File: src/rtl/eeprom_rd_pkg.sv
package eeprom_rd_pkg;
  localparam int unsigned NARROW_AW = 6;
  localparam int unsigned WIDE_AW   = 8;
  // two leading zeros, start bit, two opcode bits
  localparam int unsigned CMD_PAD   = 5;
  localparam logic [2:0]  READ_OP   = 3'b110;
  localparam int unsigned MIN_HALF  = 4;
  localparam logic [15:0] WIDE_SIG  = 16'h8129;
  localparam int unsigned STN_BASE  = 7;
  localparam int unsigned STN_WORDS = 3;

  typedef enum logic [3:0] {
    ST_IDLE, ST_PRE, ST_SEL, ST_CMD_LO, ST_CMD_HI,
    ST_GAP, ST_DAT_HI, ST_DAT_LO, ST_POST
  } eng_st_e;

  typedef enum logic [1:0] {AL_ISSUE, AL_WAIT, AL_FIN} al_st_e;
endpackage

File: src/rtl/eeprom_half_timer.sv
module eeprom_half_timer #(
  parameter int unsigned HALF_W = 8
) (
  input  logic              clk_i,
  input  logic              rst_ni,
  input  logic              run_i,
  input  logic [HALF_W-1:0] half_i,
  output logic              tick_o
);
  logic [HALF_W-1:0] cnt_q;

  assign tick_o = run_i && (cnt_q == half_i - HALF_W'(1));

  always_ff @(posedge clk_i or negedge rst_ni) begin
    if (!rst_ni)                cnt_q <= '0;
    else if (!run_i || tick_o)  cnt_q <= '0;
    else                        cnt_q <= cnt_q + HALF_W'(1);
  end


  cnt_bound_chk: assert property (@(posedge clk_i) disable iff (!rst_ni)
    run_i |-> (cnt_q < half_i));
endmodule

File: src/rtl/eeprom_rd_engine.sv
module eeprom_rd_engine
  import eeprom_rd_pkg::*;
#(
  parameter int unsigned DATA_W = 16,
  parameter int unsigned HALF_W = 8
) (
  input  logic               clk_i,
  input  logic               rst_ni,
  input  logic [HALF_W-1:0]  half_i,
  input  logic               start_i,
  input  logic [WIDE_AW-1:0] addr_i,
  input  logic               wide_i,
  output logic               busy_o,
  output logic               done_o,
  output logic [DATA_W-1:0]  data_o,
  output logic               cs_o,
  output logic               sk_o,
  output logic               di_o,
  input  logic               do_i
);
  localparam int unsigned CMD_W    = WIDE_AW + CMD_PAD;
  localparam int unsigned IDX_W    = $clog2((CMD_W > DATA_W) ? CMD_W : DATA_W);
  localparam int unsigned CMD_SPAN = 1 << IDX_W;

  eng_st_e st_q, st_d;
  logic [IDX_W-1:0]    idx_q, idx_d;
  logic [CMD_SPAN-1:0] cmd_q, cmd_new;
  logic [HALF_W-1:0]   half_q, half_eff;
  logic [DATA_W-1:0]   shf_q, rd_q;
  logic [1:0]          do_sync_q;
  logic tick, accept, run, done_q, cs_q, sk_q, di_q;

  assign accept   = (st_q == ST_IDLE) && start_i;
  assign run      = (st_q != ST_IDLE);
  assign half_eff = (half_i < HALF_W'(MIN_HALF)) ? HALF_W'(MIN_HALF) : half_i;

  always_comb begin
    if (wide_i) cmd_new = (CMD_SPAN'(READ_OP) << WIDE_AW) | CMD_SPAN'(addr_i);
    else        cmd_new = (CMD_SPAN'(READ_OP) << NARROW_AW) | CMD_SPAN'(addr_i[NARROW_AW-1:0]);
  end

  eeprom_half_timer #(.HALF_W(HALF_W)) u_timer (
    .clk_i  (clk_i),
    .rst_ni (rst_ni),
    .run_i  (run),
    .half_i (half_q),
    .tick_o (tick)
  );

  always_comb begin
    st_d  = st_q;
    idx_d = idx_q;
    if (accept) begin
      st_d  = ST_PRE;
      idx_d = wide_i ? IDX_W'(WIDE_AW + CMD_PAD - 1) : IDX_W'(NARROW_AW + CMD_PAD - 1);
    end else if (tick) begin
      case (st_q)
        ST_PRE:    st_d = ST_SEL;
        ST_SEL:    st_d = ST_CMD_LO;
        ST_CMD_LO: st_d = ST_CMD_HI;
        ST_CMD_HI: begin
          if (idx_q == '0) st_d = ST_GAP;
          else begin
            st_d  = ST_CMD_LO;
            idx_d = idx_q - IDX_W'(1);
          end
        end
        ST_GAP: begin
          st_d  = ST_DAT_HI;
          idx_d = IDX_W'(DATA_W - 1);
        end
        ST_DAT_HI: st_d = ST_DAT_LO;
        ST_DAT_LO: begin
          if (idx_q == '0) st_d = ST_POST;
          else begin
            st_d  = ST_DAT_HI;
            idx_d = idx_q - IDX_W'(1);
          end
        end
        default:   st_d = ST_IDLE;
      endcase
    end
  end

  always_ff @(posedge clk_i or negedge rst_ni) begin
    if (!rst_ni) begin
      st_q      <= ST_IDLE;
      idx_q     <= '0;
      cmd_q     <= '0;
      half_q    <= HALF_W'(MIN_HALF);
      shf_q     <= '0;
      rd_q      <= '0;
      done_q    <= 1'b0;
      cs_q      <= 1'b0;
      sk_q      <= 1'b0;
      di_q      <= 1'b0;
      do_sync_q <= '0;
    end else begin
      st_q      <= st_d;
      idx_q     <= idx_d;
      do_sync_q <= {do_sync_q[0], do_i};
      if (accept) begin
        cmd_q  <= cmd_new;
        half_q <= half_eff;
      end
      if (tick && st_q == ST_DAT_HI) shf_q <= {shf_q[DATA_W-2:0], do_sync_q[1]};
      if (tick && st_q == ST_POST)   rd_q  <= shf_q;
      done_q <= tick && (st_q == ST_POST);
      // pins follow the next state so they change on one edge, glitch free
      cs_q <= !(st_d inside {ST_IDLE, ST_PRE, ST_POST});
      sk_q <= st_d inside {ST_CMD_HI, ST_DAT_HI};
      di_q <= (st_d inside {ST_CMD_LO, ST_CMD_HI}) && cmd_q[idx_d];
    end
  end

  assign busy_o = run;
  assign done_o = done_q;
  assign data_o = rd_q;
  assign cs_o   = cs_q;
  assign sk_o   = sk_q;
  assign di_o   = di_q;


  sk_cs_chk: assert property (@(posedge clk_i) disable iff (!rst_ni)
    sk_o |-> cs_o);

  di_hold_chk: assert property (@(posedge clk_i) disable iff (!rst_ni)
    (sk_o && $past(sk_o)) |-> $stable(di_o));

  done_pulse_chk: assert property (@(posedge clk_i) disable iff (!rst_ni)
    done_o |=> !done_o);

  done_idle_chk: assert property (@(posedge clk_i) disable iff (!rst_ni)
    done_o |-> !busy_o);

  ign_start_chk: assert property (@(posedge clk_i) disable iff (!rst_ni)
    (busy_o && start_i) |=> $stable(cmd_q));
endmodule

File: src/rtl/eeprom_autoload.sv
module eeprom_autoload
  import eeprom_rd_pkg::*;
#(
  parameter int unsigned DATA_W = 16
) (
  input  logic                          clk_i,
  input  logic                          rst_ni,
  input  logic                          eng_done_i,
  input  logic [DATA_W-1:0]             eng_data_i,
  output logic                          req_o,
  output logic [WIDE_AW-1:0]            addr_o,
  output logic                          wide_o,
  output logic                          active_o,
  output logic                          wide_det_o,
  output logic [STN_WORDS*DATA_W-1:0]   station_o,
  output logic                          station_vld_o
);
  localparam int unsigned CNT_W = $clog2(STN_WORDS + 1);

  al_st_e            st_q;
  logic [CNT_W-1:0]  idx_q;
  logic              wide_q, vld_q;
  logic [DATA_W-1:0] words_q [STN_WORDS];

  assign req_o    = (st_q == AL_ISSUE);
  assign active_o = (st_q != AL_FIN);
  // idx 0 is the width probe, then the station words
  assign addr_o   = (idx_q == '0) ? '0
                  : WIDE_AW'(STN_BASE) + WIDE_AW'(idx_q) - WIDE_AW'(1);
  assign wide_o   = (idx_q == '0) ? 1'b1 : wide_q;

  always_ff @(posedge clk_i or negedge rst_ni) begin
    if (!rst_ni) begin
      st_q   <= AL_ISSUE;
      idx_q  <= '0;
      wide_q <= 1'b0;
      vld_q  <= 1'b0;
      for (int i = 0; i < STN_WORDS; i++) words_q[i] <= '0;
    end else begin
      case (st_q)
        AL_ISSUE: st_q <= AL_WAIT;
        AL_WAIT: if (eng_done_i) begin
          if (idx_q == '0) wide_q <= (eng_data_i == DATA_W'(WIDE_SIG));
          else             words_q[idx_q - CNT_W'(1)] <= eng_data_i;
          idx_q <= idx_q + CNT_W'(1);
          if (idx_q == CNT_W'(STN_WORDS)) begin
            st_q  <= AL_FIN;
            vld_q <= 1'b1;
          end else begin
            st_q  <= AL_ISSUE;
          end
        end
        default: ;
      endcase
    end
  end

  for (genvar g = 0; g < STN_WORDS; g++) begin : g_stn
    assign station_o[g*DATA_W +: DATA_W] = vld_q ? words_q[g] : '0;
  end

  assign wide_det_o    = wide_q;
  assign station_vld_o = vld_q;


  vld_hold_chk: assert property (@(posedge clk_i) disable iff (!rst_ni)
    station_vld_o |=> (station_vld_o && $stable(station_o)));

  det_hold_chk: assert property (@(posedge clk_i) disable iff (!rst_ni)
    !active_o |=> $stable(wide_det_o));
endmodule

File: src/rtl/eeprom_rd_top.sv
module eeprom_rd_top
  import eeprom_rd_pkg::*;
#(
  parameter int unsigned DATA_W = 16,
  parameter int unsigned HALF_W = 8
) (
  input  logic                        clk_i,
  input  logic                        rst_ni,
  input  logic [HALF_W-1:0]           half_cfg_i,
  input  logic                        start_i,
  input  logic [WIDE_AW-1:0]          addr_i,
  input  logic                        wide_i,
  output logic                        busy_o,
  output logic                        done_o,
  output logic [DATA_W-1:0]           data_o,
  output logic                        ee_cs_o,
  output logic                        ee_sk_o,
  output logic                        ee_di_o,
  input  logic                        ee_do_i,
  output logic [STN_WORDS*DATA_W-1:0] station_o,
  output logic                        station_vld_o,
  output logic                        wide_det_o
);
  logic               al_req, al_wide, al_active;
  logic [WIDE_AW-1:0] al_addr;
  logic               eng_start, eng_wide, eng_busy, eng_done;
  logic [WIDE_AW-1:0] eng_addr;
  logic [DATA_W-1:0]  eng_data;

  // auto-load owns the engine until it finishes
  assign eng_start = al_active ? al_req  : start_i;
  assign eng_addr  = al_active ? al_addr : addr_i;
  assign eng_wide  = al_active ? al_wide : wide_i;

  eeprom_rd_engine #(.DATA_W(DATA_W), .HALF_W(HALF_W)) u_eng (
    .clk_i   (clk_i),
    .rst_ni  (rst_ni),
    .half_i  (half_cfg_i),
    .start_i (eng_start),
    .addr_i  (eng_addr),
    .wide_i  (eng_wide),
    .busy_o  (eng_busy),
    .done_o  (eng_done),
    .data_o  (eng_data),
    .cs_o    (ee_cs_o),
    .sk_o    (ee_sk_o),
    .di_o    (ee_di_o),
    .do_i    (ee_do_i)
  );

  eeprom_autoload #(.DATA_W(DATA_W)) u_al (
    .clk_i         (clk_i),
    .rst_ni        (rst_ni),
    .eng_done_i    (eng_done),
    .eng_data_i    (eng_data),
    .req_o         (al_req),
    .addr_o        (al_addr),
    .wide_o        (al_wide),
    .active_o      (al_active),
    .wide_det_o    (wide_det_o),
    .station_o     (station_o),
    .station_vld_o (station_vld_o)
  );

  assign busy_o = eng_busy | al_active;
  assign done_o = eng_done & ~al_active;
  assign data_o = eng_data;
endmodule

File: config.mk
export PLATFORM = sky130hd
export DESIGN_NAME = eeprom_rd_top
export DESIGN_NICKNAME = d
export VERILOG_FILES = /design/src/rtl/eeprom_rd_pkg.sv /design/src/rtl/eeprom_half_timer.sv /design/src/rtl/eeprom_rd_engine.sv /design/src/rtl/eeprom_autoload.sv /design/src/rtl/eeprom_rd_top.sv
export SDC_FILE = /design/constraint.sdc
export NUM_CORES = 1
export LEC_CHECK = 0
export ABC_AREA = 1
export BUFFER_PORTS_ARGS = -buffer_cell sky130_fd_sc_hd__buf_2
export CAP_MARGIN = 0
export CORE_UTILIZATION = 45
export DETAILED_ROUTE_END_ITERATION = 10
export PLACE_DENSITY = 0.65
export SKIP_CTS_REPAIR_TIMING = 1
export SLEW_MARGIN = 20
export SYNTH_ARGS = -nofsm -noshare
export SYNTH_HDL_FRONTEND = slang
export SYNTH_SLANG_ARGS = --single-unit
File: constraint.sdc
create_clock -name clk_i -period 2.8 [get_ports clk_i]
set_input_delay 0 -clock clk_i [delete_from_list [all_inputs] [get_ports clk_i]]
set_output_delay 0 -clock clk_i [all_outputs]
set_load 0.01 [all_outputs]
# After elaboration in Yosys (flattened, before gate mapping)
# Cells that the tools add are included.
[classes] n_reduce_logical=25 bitwise=5 addsub=7 n_mux=29 eq_ne=19 magnitude_cmp=4
[op_table] op="16-bit two-way mux" count=4
[op_table] op="48-bit bitwise mux" count=1
[op_table] op="16-bit demux with 2-bit select" count=1
[op_table] op="8-bit two-way mux" count=4
[op_table] op="4-bit case mux with 7 select lines" count=1
[op_table] op="4-bit by 3-bit == test with 1-bit output (second input constant)" count=6
[op_table] op="4-bit two-way mux" count=6
[op_table] op="16-bit == test (second input constant)" count=1
[op_table] op="8-bit by 1-bit subtractor with 8-bit output (second input constant)" count=2
[op_table] op="4-bit by 2-bit == test with 1-bit output (second input constant)" count=3
[op_table] op="4-bit logical NOT" count=3
[op_table] op="11-bit two-way mux" count=1
[op_table] op="3-bit AND reduction" count=3
[op_table] op="8-bit by 1-bit adder with 8-bit output (second input constant)" count=1
[op_table] op="4-bit by 1-bit == test with 1-bit output (second input constant)" count=2
[op_table] op="4-bit == test (second input constant)" count=2
[op_table] op="8-bit == test" count=1
[op_table] op="8-bit by 3-bit < comparator with 1-bit output (second input constant)" count=1
[op_table] op="4-bit case mux with 2 select lines" count=1
[op_table] op="1-bit logical AND" count=6
[op_table] op="3-bit two-way mux" count=2
[op_table] op="2-bit nonzero test" count=3
[op_table] op="4-bit by 5-bit < comparator with 1-bit output (second input constant)" count=1
[op_table] op="3-bit by 2-bit adder with 4-bit output (first input constant)" count=1
[op_table] op="other kinds (23)" count=32
[word_totals] in_bits=21 reg_bits=132 word_cells=108 out_inout_bits=71

# Depth between registers and ports, before layout
# Gate-level depths: netlist of the first run.
[logic_depth] ltp_word=8 depth_mapped=20 ltp_nobuf=20

# By module
# A second synthesis of the first run with hierarchy kept.
[unflattened] hier_cells=831 hier_area_um2=6304.8
[by_module_without_submodules] module="eeprom_rd_engine" cells_each=325 area_each_um2=2796.4 seq_area_each_um2=1602.8 n_inst=1
[by_module_without_submodules] module="eeprom_autoload" cells_each=370 area_each_um2=2716.4 seq_area_each_um2=1351.3 n_inst=1
[by_module_without_submodules] module="eeprom_half_timer" cells_each=101 area_each_um2=650.6 seq_area_each_um2=200.2 n_inst=1
[by_module_without_submodules] module="eeprom_rd_top" cells_each=35 area_each_um2=141.4 seq_area_each_um2=0.0 n_inst=1

# Worst setup path before layout of the first run
# Ideal clock, no wire load.
[synth_timing] path_type="reg2reg" start="register u_eng.half_q[0]" end="register u_eng.di_q (netlist: u_eng.di_o)" required_time_ps=2685 synth_period_minus_slack_ps=2138 path_buffers=0 path_slack_ps=662 path_stages_with_launch=18 setup_time_ps=115 t_arrival_ps=2022 path_cell_list="dfrtp_1 > inv_1 > ha_1 > nand2_1 > nor2_1 > nand2_1 > nand2_1 > nand3_2 > nor2_4 > nand3_4 > nand2_2 > nand3_2 > nand2_1 > nand3_1 > nand3_1 > nand2_1 > nor2_1 > nor2_1"
[synth_between] elab_chain_cells=8 elab_cells_between_ends=13 cone_classes="add/sub (1); eq/ne (3); mux (6); reduce/logical (3)"
[synth_rtl] item="start, declared" line_no="eeprom_rd_engine.sv:28" text="logic [HALF_W-1:0] half_q, half_eff;"
[synth_rtl] item="start signal, assigned" line_no="eeprom_rd_engine.sv:90" text="half_q <= HALF_W'(MIN_HALF);"
[synth_rtl] item="start signal, assigned" line_no="eeprom_rd_engine.sv:104" text="half_q <= half_eff;"
[synth_rtl] item="8-bit by 1-bit subtractor with 8-bit output *" line_no="eeprom_half_timer.sv:12" text="assign tick_o = run_i && (cnt_q == half_i - HALF_W'(1));"
[synth_rtl] item="8-bit == test *" line_no="eeprom_half_timer.sv:12"
[synth_rtl] item="1-bit logical AND *" line_no="eeprom_half_timer.sv:12"
[synth_rtl] item="4-bit two-way mux" line_no="eeprom_rd_engine.sv:56" text="end else if (tick) begin"
[synth_rtl] item="4-bit two-way mux" line_no="eeprom_rd_engine.sv:53" text="if (accept) begin"
[synth_rtl] item="1-bit binary-select mux with 4-bit select (tied with other cells)" line_no="eeprom_rd_engine.sv:112" text="di_q <= (st_d inside {ST_CMD_LO, ST_CMD_HI}) && cmd_q[idx_d];"
[synth_rtl] item="1-bit two-way mux (not written as such) or 2-bit nonzero test (tied branches)" line_no="eeprom_rd_engine.sv:112"
[synth_rtl] item="1-bit logical AND *" line_no="eeprom_rd_engine.sv:112"
[synth_rtl] item="end signal, assigned" line_no="eeprom_rd_engine.sv:112"
[synth_rtl] item="end, declared" line_no="eeprom_rd_engine.sv:31" text="logic tick, accept, run, done_q, cs_q, sk_q, di_q;"
# Every way passes the cells marked *; elsewhere a longest branch is shown, timed or not. The select of a mux whose other input is x is not followed.
# A chain may end at the register's enable or synchronous reset.

# Worst setup path after layout of the first run
[layout_timing] start="register u_eng.half_q[0]" end="register u_eng.di_q (netlist: u_eng.di_o)"
[layout_between] elab_chain_cells=8 elab_cells_between_ends=13 cone_classes="add/sub (1); eq/ne (3); mux (6); reduce/logical (3)"
[layout_rtl] item="8-bit by 1-bit subtractor with 8-bit output" line_no="eeprom_half_timer.sv:12"
[layout_rtl] item="8-bit == test" line_no="eeprom_half_timer.sv:12"
[layout_rtl] item="1-bit logical AND" line_no="eeprom_half_timer.sv:12"
[layout_rtl] item="4-bit two-way mux" line_no="eeprom_rd_engine.sv:56"
[layout_rtl] item="4-bit two-way mux" line_no="eeprom_rd_engine.sv:53"
[layout_rtl] item="named net u_eng.idx_d[2]" line_no="eeprom_rd_engine.sv:26" text="logic [IDX_W-1:0] idx_q, idx_d;"
[layout_rtl] item="1-bit binary-select mux with 4-bit select" line_no="eeprom_rd_engine.sv:112"
[layout_rtl] item="1-bit two-way mux (not written as such)" line_no="eeprom_rd_engine.sv:112"
[layout_rtl] item="1-bit logical AND" line_no="eeprom_rd_engine.sv:112"
# The timed path passes the listed nets, and every way through them passes these cells. The select of a mux whose other input is x is not followed.

==> results of run 1 <==
-- layer usage --
metal / global-route usage, % / wire length, um / vias up
met5: 0 / 0 / -
met3: 6.419 / 785 / 26
met2: 35.74 / 6977 / 124
met4: 9.375 / 310 / 0
li1: - / - / 2598
met1: 27.22 / 6507 / 2433
-- Yosys cell counts, types with 2 or more instances --
master	instances
xnor2_1	2
nor3b_1	3
nor2_2	4
ha_1	12
nand4_1	9
nor3_1	7
o211ai_1	3
inv_1	127
inv_2	3
nor4_1	3
nor2_1	40
o21ai_0	94
nand3_2	3
clkbuf_1	24
or2_2	2
dfrtp_1	125
xor2_1	8
nand2_2	4
nand2_1	230
a21oi_1	5
nand3_1	31
a31oi_1	4
-- cells by family (layout without fill, tap and decap cells) --
family          after synthesis  count (layout)  synth area share, %
fa+ha+maj                    12              12                2.472
simple gates                340             340                23.73
xor+xnor                     10              10                1.442
buf+inv                     155             283                9.578
mux                           2               2               0.4119
compound gates              116             116                10.44
flops                       126             126                51.93
-- report_power, final --
group          internal, uW  switching, uW  leakage (uW)
logic                  30.6           44.8       0.00210
clock network          1500            834      0.000310
registers              1820          0.285       0.00169
-- state kept, by name, indices dropped and copies added, names as in the netlist --
name / cells
u_al.words_q: 48
u_eng.data_o: 16
u_eng.shf_q: 16
u_eng.cmd_q: 10
u_eng.half_q: 8
u_eng.u_timer.cnt_q: 8
u_eng.idx_q: 4
u_eng.st_q: 4
u_al.idx_q: 2
u_al.st_q: 2
u_eng.do_sync_q: 2
u_al.station_vld_o: 1
u_al.wide_det_o: 1
u_eng.cs_o: 1
u_eng.di_o: 1
u_eng.done_o: 1
u_eng.sk_o: 1
-- final cells by class --
type	count	area, um2
clock buffers	21	480.5
clock inverters	11	155.1
fillers	1204	5617
inverters	131	491.7
multi-input cells	480	2338
flip-flops and latches	126	3154
well taps	176	220.2
repair buffers	120	733.2
-- worst min-delay path, cell delays in order --
cell and delay [ns]:
buf_2 0.09, nand2_1 0.04, o21ai_0 0.06, nand2_1 0.14, nand2_1 0.11
-- metrics by stage --
step,hold WS [ns],power (uW),utilization (%)
CTS,-0.3278,4244,56.05
detailed placement,0.1103,1915,51.23
global route,0.1191,4356,57.42
floorplan,-0.2956,1857,-
global placement,0.1091,1914,51.23
finish,0.06169,4236,57.42
-- final timing paths --
path | cells past startpoint | slack (ns) | endpoint
worst max-delay path | 19 | 0.36 | u_eng.di_o$_DFF_PN0_
worst min-delay path | 5 | 0.06 | u_eng.cmd_q[9]$_DFFE_PN0P_
worst max register to register | 19 | 0.36 | u_eng.di_o$_DFF_PN0_
worst min register to register | 0 | 0.35 | u_eng.do_sync_q[1]$_DFF_PN0_
max in group asynchronous | 3 | 1.69 | u_al.words_q[43]$_DFFE_PN0P_
min in group asynchronous | 2 | 0.23 | u_eng.half_q[5]$_DFFE_PN0P_
==> impl_metrics.ini, run 1 <==
[status]
outcome = finished clean

[grt]
gr-usage-all-layers_pct = 21.97
grt_pass1_vias = 4950
antenna_found_initial = 0
overflow = 0
grt_max_degree = 64
grt_first_pass_wirelength_um = 23830

[sta]
min_period_over_period_pct = 87.20
setup_slack_ns = 0.3584
slew_violations = 0
rsz0062_at_grt = no
worst_pin_slew_ns = 0.8413
max-slew-margin-rel_pct = 43.91
fmax_mhz = 409.6
fin_setup_tns_ns = 0
setup_violations = 0
hold_violations = 0
fin_crit_ns = 2.442
finalClockSkew_ns = 0.008805

[critical_path]
required_ns = 3.11
endpoint_kind = flip-flop
crit_top_cell = nand2_1
r2r-start = u_eng.half_q[0]$_DFFE_PN0P_
path_max_fanout = 9
crit_chain = inv_2 > ha_1 > nand2_1 > nor2_1 > nand2_1 > nand2_1 > nand3_2 > nor2_4 > nand3_4 > inv_2 > nand2_1 > o21ai_0 > nand2_1 > nand2_1 > inv_1 > nand2_1 > nor2_1 > nor2_1 > nor2_1
critPathArrivalTime_ns = 2.75
critical-path-slowest-cell = dfrtp_1
cp.buffers_inverters = 3
critPathTopFamily = simple AND/OR/NAND/NOR gates
slowest_delay_ns = 0.38
crit_start = u_eng.half_q[0]$_DFFE_PN0P_
path_class = flip-flop to flip-flop
cp-start-kind = flip-flop

[logic_synthesis]
yosysSeqAreaShare_pct = 51.93
async_flop_share_pct = 100.0
synth_nets = 794
synth_cells = 761
ys_types = 40
synth_area_leaders = dfrtp_1 (51%), nand2_1 (14%), inv_1 (7.8%)
synth_top_area_share_pct = 51.49
syn_area_um2 = 6075
synth_seq_cells = 126
synthFlopType = dfrtp_1
yosys_warnings = 0
synth_edf_count = 0
syn_area_per_cell_um2 = 7.982
synth_top_area_cell = dfrtp_1

[place]
place_hpwl_um = 10290
pre_cts_ws_ns = 0.3341
dp.cells = 1015
port_buffers = 91
gp_congestion = 0.8782
placed_cell_area_um2 = 6758

[floorplanning]
die_y_um = 118.2
core_um2 = 13190
die_w_um = 118.2
start_util_pct = 46.05
die-area_um2 = 13970
rows = 42
ios = 92

[hold_path]
worstHoldPathType = input port to flip-flop
min_from = wide_i

[route]
avgRoutedWirePerCell_um = 13.69
post-route-drc-count = 0
first_pass_iters = 5
routed_wl_um = 14580
dr.first_iter.drc_count = 337
avgViaCountPerCell = 4.865
dr_total_vias = 5181
ant_nets = 0

[final_layout]
diodes = 0
final_cell_area_um2 = 7574
final_cell_mix = nand2_1 (230), inv_1 (126), dfrtp_1 (125)
final_nets = 909
instances_no_fill = 1065
synthToLayoutAreaGrowth_pct = 24.68
final_common_cell = nand2_1
drive_gt1_share_pct = 18.00

[power]
vdd.ir_drop.worst_mv = 0.4931
power_density_nw_per_um2 = 559.3
p_leak_uw = 0.004099

[clocking]
ctsLongestPathBuffers = 2
insertion_delay_ns = 0.42
root_buffer = clkbuf_16
cts_sinks = 126
cts_tree = yes
cts-buffers-inserted = 17
cts_max_level = 4
clk_pin_slew_ns = 0.06

[job]
cap_violations = 0
Power figures use the tool's default switching activity.
==> inputs of run 2 (changes only) <==
--- a/config.mk
+++ b/config.mk
@@ -8,9 +8,10 @@
 export ABC_AREA = 1
 export BUFFER_PORTS_ARGS = -buffer_cell sky130_fd_sc_hd__buf_2
 export CAP_MARGIN = 0
-export CORE_UTILIZATION = 45
+export CORE_UTILIZATION = 57
 export DETAILED_ROUTE_END_ITERATION = 10
-export PLACE_DENSITY = 0.65
+export GPL_TIMING_DRIVEN = 0
+export PLACE_DENSITY = 0.8
 export SKIP_CTS_REPAIR_TIMING = 1
 export SLEW_MARGIN = 20
 export SYNTH_ARGS = -nofsm -noshare
==> impl_metrics.ini, run 2 (synthesis results as in run 1) <==
[status]
outcome = finished clean

[critical_path]
cp.buffers_inverters = 3
critPathTopFamily = buffers and inverters
cp-start-kind = flip-flop
endpoint_kind = flip-flop
critical-path-slowest-cell = dlygate4sd3_1
path_class = flip-flop to flip-flop
crit_chain = nor2_1 > inv_1 > nor2_1 > o21ai_1 > nor2_2 > clkbuf_1 > nand3_1 > dlygate4sd3_1 > o21ai_0
crit_start = u_eng.st_q[0]$_DFF_PN0_
crit_top_cell = nor2_1
required_ns = 3.25
path_max_fanout = 10
critPathArrivalTime_ns = 2.99
slowest_delay_ns = 0.57
r2r-start = u_eng.st_q[0]$_DFF_PN0_

[sta]
hold_violations = 0
slew_violations = 0
fin_setup_tns_ns = 0
worst_pin_slew_ns = 0.6668
rsz0062_at_grt = no
fin_crit_ns = 2.543
min_period_over_period_pct = 90.82
max-slew-margin-rel_pct = 55.54
fmax_mhz = 393.2
finalClockSkew_ns = 0.008536
hold_ws_ns = 0.01470
setup_violations = 0

[grt]
antenna_found_initial = 0
overflow = 0
grt_first_pass_wirelength_um = 25070
grt_pass1_vias = 5326
gr-usage-all-layers_pct = 29.18
grt_max_degree = 72

[final_layout]
final_cell_mix = nand2_1 (230), inv_1 (126), dfrtp_1 (125)
final_nets = 925
diodes = 0
synthToLayoutAreaGrowth_pct = 23.93
regMostFlops = u_al.words_q
largest_register_ff_count = 48
final_cell_area_um2 = 7528
fillers = 754
final_common_cell = nand2_1
postLayoutCoreUtil_pct = 72.92
drive_gt1_share_pct = 16.69

[floorplanning]
die_y_um = 105.2
die_w_um = 105.2
start_util_pct = 58.84
ios = 92
rows = 37
die-area_um2 = 11070
core_um2 = 10320

[route]
dr_total_vias = 5459
post-route-drc-count = 0
dr.first_iter.drc_count = 522
first_pass_iters = 5
ant_nets = 0
avgRoutedWirePerCell_um = 14.85
routed_wl_um = 15460
avgViaCountPerCell = 5.244

[clocking]
cts_tree = yes
clk_pin_slew_ns = 0.06
cts_max_level = 4
cts_sinks = 126
ctsLongestPathBuffers = 2
root_buffer = clkbuf_8
cts-buffers-inserted = 17
insertion_delay_ns = 0.53

[place]
placed_cell_area_um2 = 6734
gp_congestion = 0.8963
port_buffers = 91
place_hpwl_um = 10740

[hold_path]
worstHoldPathType = input port to flip-flop
min_from = start_i

[power]
vdd.ir_drop.worst_mv = 0.4267
power_density_nw_per_um2 = 541.4
p_leak_uw = 0.004068

[job]
cap_violations = 0
run 2: changes by cell type in the layout (fill, tap and decap cells not counted), sizes merged:
cell	before	now
clkbuf	21	44
buf	102	92
clkinvlp	1	3
dlygate4sd3	18	20
bufinv	3	2
run 2: worst reg2reg max path: cells and delay by family (launching register included):
family,cells,cell delay [ns]
buf+inv,3,1.03
simple gates,4,0.84
compound gates,2,0.18
flops,1,0.43
run 2: per-layer routing:
metal	vias to the layer above	global-route usage [%]	wire length [um]
li1	2638	-	-
met1	2554	36.68	6507
met2	238	48.12	7696
met3	29	7.669	962
met4	0	11.77	297
met5	-	0	0
run 2: path summary, 6_finish.rpt:
| check | end | slack, ns | cells after the start |
|---|---|---|---|
| worst max-delay path | u_eng.half_q[1]$_DFFE_PN0P_ | 0.26 | 9 |
| worst min-delay path | u_eng.cmd_q[0]$_DFFE_PN0P_ | 0.01 | 5 |
| worst max register to register | u_eng.half_q[1]$_DFFE_PN0P_ | 0.26 | 9 |
| worst min register to register | u_eng.do_sync_q[1]$_DFF_PN0_ | 0.35 | 0 |
| max in group asynchronous | u_eng.st_q[2]$_DFF_PN0_ | 2.03 | 3 |
| min in group asynchronous | u_eng.half_q[3]$_DFFE_PN0P_ | 0.05 | 2 |
run 2: report_power, final:
group          switching (uW)  internal (uW)
Clock                     833           1340
Combinational            47.1           32.4
Sequential              0.329           1820
Total                     880           3200
run 2: stage by stage:
stage	setup slack [ns]	std cells	power, uW
4_1_cts	0.2028	1021	4075
2_1_floorplan	0.6622	761	1857
3_5_place_dp	0.2734	989	1914
6_report	0.2570	1041	4076
3_3_place_gp	0.1788	988	1908
5_1_grt	0.01066	1041	4180
run 2: area by class of cell:
type	count	area (um2)	area share, %
Sequential cell	126	3154	41.90
Multi-Input combinational cell	480	2344	31.13
Timing Repair Buffer	112	689.4	9.157
Inverter	131	491.7	6.531
Clock buffer	20	455.4	6.050
Tap cell	136	170.2	2.260
Clock inverter	12	132.6	1.762
Buffer	24	91.34	1.213
==> inputs of run 3 (changes only) <==
--- a/config.mk
+++ b/config.mk
@@ -5,7 +5,6 @@
 export SDC_FILE = /design/constraint.sdc
 export NUM_CORES = 1
 export LEC_CHECK = 0
-export ABC_AREA = 1
 export BUFFER_PORTS_ARGS = -buffer_cell sky130_fd_sc_hd__buf_2
 export CAP_MARGIN = 0
 export CORE_UTILIZATION = 57
==> impl_metrics.ini, run 3 <==
[floorplanning]
die_w_um = 104.6
core_um2 = 10280
ios = 92
die-area_um2 = 10950
die_y_um = 104.6
start_util_pct = 58.44
rows = 37

[grt]
overflow = 0
grt_first_pass_wirelength_um = 22310
antenna_found_initial = 0
gr-usage-all-layers_pct = 26.49
grt_max_degree = 85
grt_pass1_vias = 4536

[route]
post-route-drc-count = 0
avgRoutedWirePerCell_um = 17.10
dr.first_iter.drc_count = 177
routed_wl_um = 14610
dr_total_vias = 4692
first_pass_iters = 5
avgViaCountPerCell = 5.494
ant_nets = 0

[critical_path]
endpoint_kind = flip-flop
required_ns = 3.19
slowest_delay_ns = 0.53
cp-start-kind = flip-flop
rr_worst_depth = 11
critPathTopFamily = compound AO/OA/AOI/OAI gates
cp.buffers_inverters = 1
r2r-start = u_eng.half_q[0]$_DFFE_PN0P_
critical-path-slowest-cell = a311oi_4
path_max_fanout = 7
r2r_end = u_eng.di_o$_DFF_PN0_
path_class = flip-flop to flip-flop
crit_chain = inv_2 > ha_4 > or3b_4 > a211oi_2 > o211ai_1 > a211oi_4 > a21oi_2 > a311oi_4 > mux2_4 > a221oi_2 > a311oi_1
critPathArrivalTime_ns = 3.59
r2r_slack_ns = -0.41

[power]
vdd.ir_drop.worst_mv = 0.7443
power_density_nw_per_um2 = 588.5
p_sw_uw = 1134
power.switching_fraction_pct = 24.84
p_seq_share_pct = 42.6
combPwrFrac_pct = 9.2
power_uw = 4566
p_leak_uw = 0.003988
internal_power_uw = 3432
clock_power_share_pct = 48.2

[logic_synthesis]
synth_nets = 592
synth_area_leaders = dfrtp_1 (52%), mux2_2 (13%), nand2_1 (5.7%)
synth.most_common_cell = dfrtp_1
synth_seq_cells = 126
synth_top_area_share_pct = 52.08
synthFlopType = dfrtp_1
synth_edf_count = 0
synth_cells = 559
synth_compound_area_share_pct = 7.458
yosys_warnings = 0
async_flop_share_pct = 100.0
syn_area_um2 = 6006
synthAdderAreaFrac_pct = 2.500
synth_top_area_cell = dfrtp_1
syn_area_per_cell_um2 = 10.74
ys_types = 59
synth_mux_area_share_pct = 13.46
synth_top_family_by_area = simple AND/OR/NAND/NOR gates
synth_commonest_cells = dfrtp_1 (125), nand2_1 (91), mux2_2 (69)
yosys.area_share.simple_pct = 19.06
synth_xor_area_share_pct = 2.333
yosysSeqAreaShare_pct = 52.52

[sta]
hold_ws_ns = 0.1152
hold_violations = 0
fin_crit_ns = 3.206
fmax_mhz = 311.9
slew_violations = 0
worst_pin_slew_ns = 0.8227
rsz0062_at_grt = yes
max-slew-margin-rel_pct = 44.64
min_period_over_period_pct = 114.5
setup_violations = 35
setup_slack_ns = -0.4057
finalClockSkew_ns = 0.009949

[final_layout]
diodes = 0
multi_input_area_um2 = 2815
largest_register_ff_count = 48
final_cell_mix = dfrtp_1 (124), nand2_1 (91), buf_2 (90)
fillers = 689
instances_no_fill = 854
final_nets = 739
regMostFlops = u_al.words_q
drive_gt1_share_pct = 33.57
synthToLayoutAreaGrowth_pct = 29.21
register_area_um2 = 3156
final_common_cell = dfrtp_1

[hold_path]
worstHoldPathType = input port to flip-flop
hold_end = u_eng.do_sync_q[0]$_DFF_PN0_
holdPathStages = 2
min_from = ee_do_i

[place]
gp_congestion = 0.8487
dp.cells = 787
pre_cts_ws_ns = -0.6820
place_hpwl_um = 9511
port_buffers = 91

[clocking]
ctsLongestPathBuffers = 2
cts_tree = yes
insertion_delay_ns = 0.53
clk_pin_slew_ns = 0.06
cts-buffers-inserted = 17
root_buffer = clkbuf_8
cts_sinks = 126
cts_max_level = 4

[status]
violations = negative setup slack
outcome = finished, violations left

[job]
cap_violations = 0
-- run 3: changes by cell type after synthesis, moves of 12 or more --
| cell | delta |
|---|---|
| nand2_1 | -139 |
| inv_1 | -110 |
| o21ai_0 | -76 |
| mux2_2 | +68 |
| and2_1 | +53 |
| nand3_1 | -21 |
| nor2_1 | -12 |
-- run 3: worst max-delay path by stage --
| stage | cells past startpoint | slack [ns] | endpoint | from |
|---|---|---|---|---|
| global placement | 11 | -0.61 | u_eng.di_o$_DFF_PN0_ | u_eng.half_q[0]$_DFFE_PN0P_ |
| floorplan | 11 | -0.29 | u_eng.di_o$_DFF_PN0_ | u_eng.half_q[0]$_DFFE_PN0P_ |
| CTS | 13 | -0.73 | u_eng.data_o[10]$_DFFE_PN0P_ | u_eng.half_q[0]$_DFFE_PN0P_ |
| detailed placement | 11 | -0.68 | u_eng.di_o$_DFF_PN0_ | u_eng.half_q[0]$_DFFE_PN0P_ |
| finish | 11 | -0.41 | u_eng.di_o$_DFF_PN0_ | u_eng.half_q[0]$_DFFE_PN0P_ |
| global route | 11 | -0.53 | u_eng.di_o$_DFF_PN0_ | u_eng.half_q[0]$_DFFE_PN0P_ |
-- run 3: logic make-up after synthesis --
group | Yosys count
adders and majority gates | 12
AOI/OAI and AO/OA | 64
buffers and inverters | 41
and+or+nand+nor | 228
xor gates and xnor gates | 16
DFF | 126
muxes | 72
-- run 3: power by group through the flow --
| stage | registers [uW] | logic [uW] | clock network [uW] |
|---|---|---|---|
| after detailed placement | 1970 | 378 | 0 |
| final | 1950 | 420 | 2200 |
| after floorplan | 1960 | 258 | 0 |
| after CTS | 1940 | 381 | 2220 |
| after global routing | 1950 | 474 | 2290 |
| after global placement | 1970 | 355 | 0 |
-- run 3: metal layers --
layer	vias up	share of wire, %	track usage [%]
met1	2324	41	32.10
met2	134	52	45.51
li1	2203	-	-
met3	31	4.7	6.301
met4	0	2.6	10.76
met5	-	0	0
-- run 3: per-stage QoR --
stage	utilization, %	instance area (um2)	setup TNS (ns)
2_1_floorplan	-	6035	-3.063
3_3_place_gp	64.80	6660	-16.73
3_5_place_dp	65.13	6694	-19.50
4_1_cts	70.88	7284	-21.29
5_1_grt	75.51	7760	-13.13
6_report	75.51	7760	-8.126
-- run 3: worst register-to-register path: cells and delay by family, from the launching register on --
family / cells / cell delay, ns
buffers and inverters: 1 / 0.09
muxes: 1 / 0.36
and+or+nand+nor: 1 / 0.38
DFF: 1 / 0.43
AOI/OAI and AO/OA: 7 / 1.67
adders and majority gates: 1 / 0.14
-- run 3: layout make-up --
type,count,area share (%)
Multi-Input combinational cell,392,36.28
Buffer,22,1.500
Tap cell,136,2.193
Inverter,18,0.9191
Timing Repair Buffer,129,10.84
Clock buffer,18,5.514
Sequential cell,126,40.66
Clock inverter,13,2.096
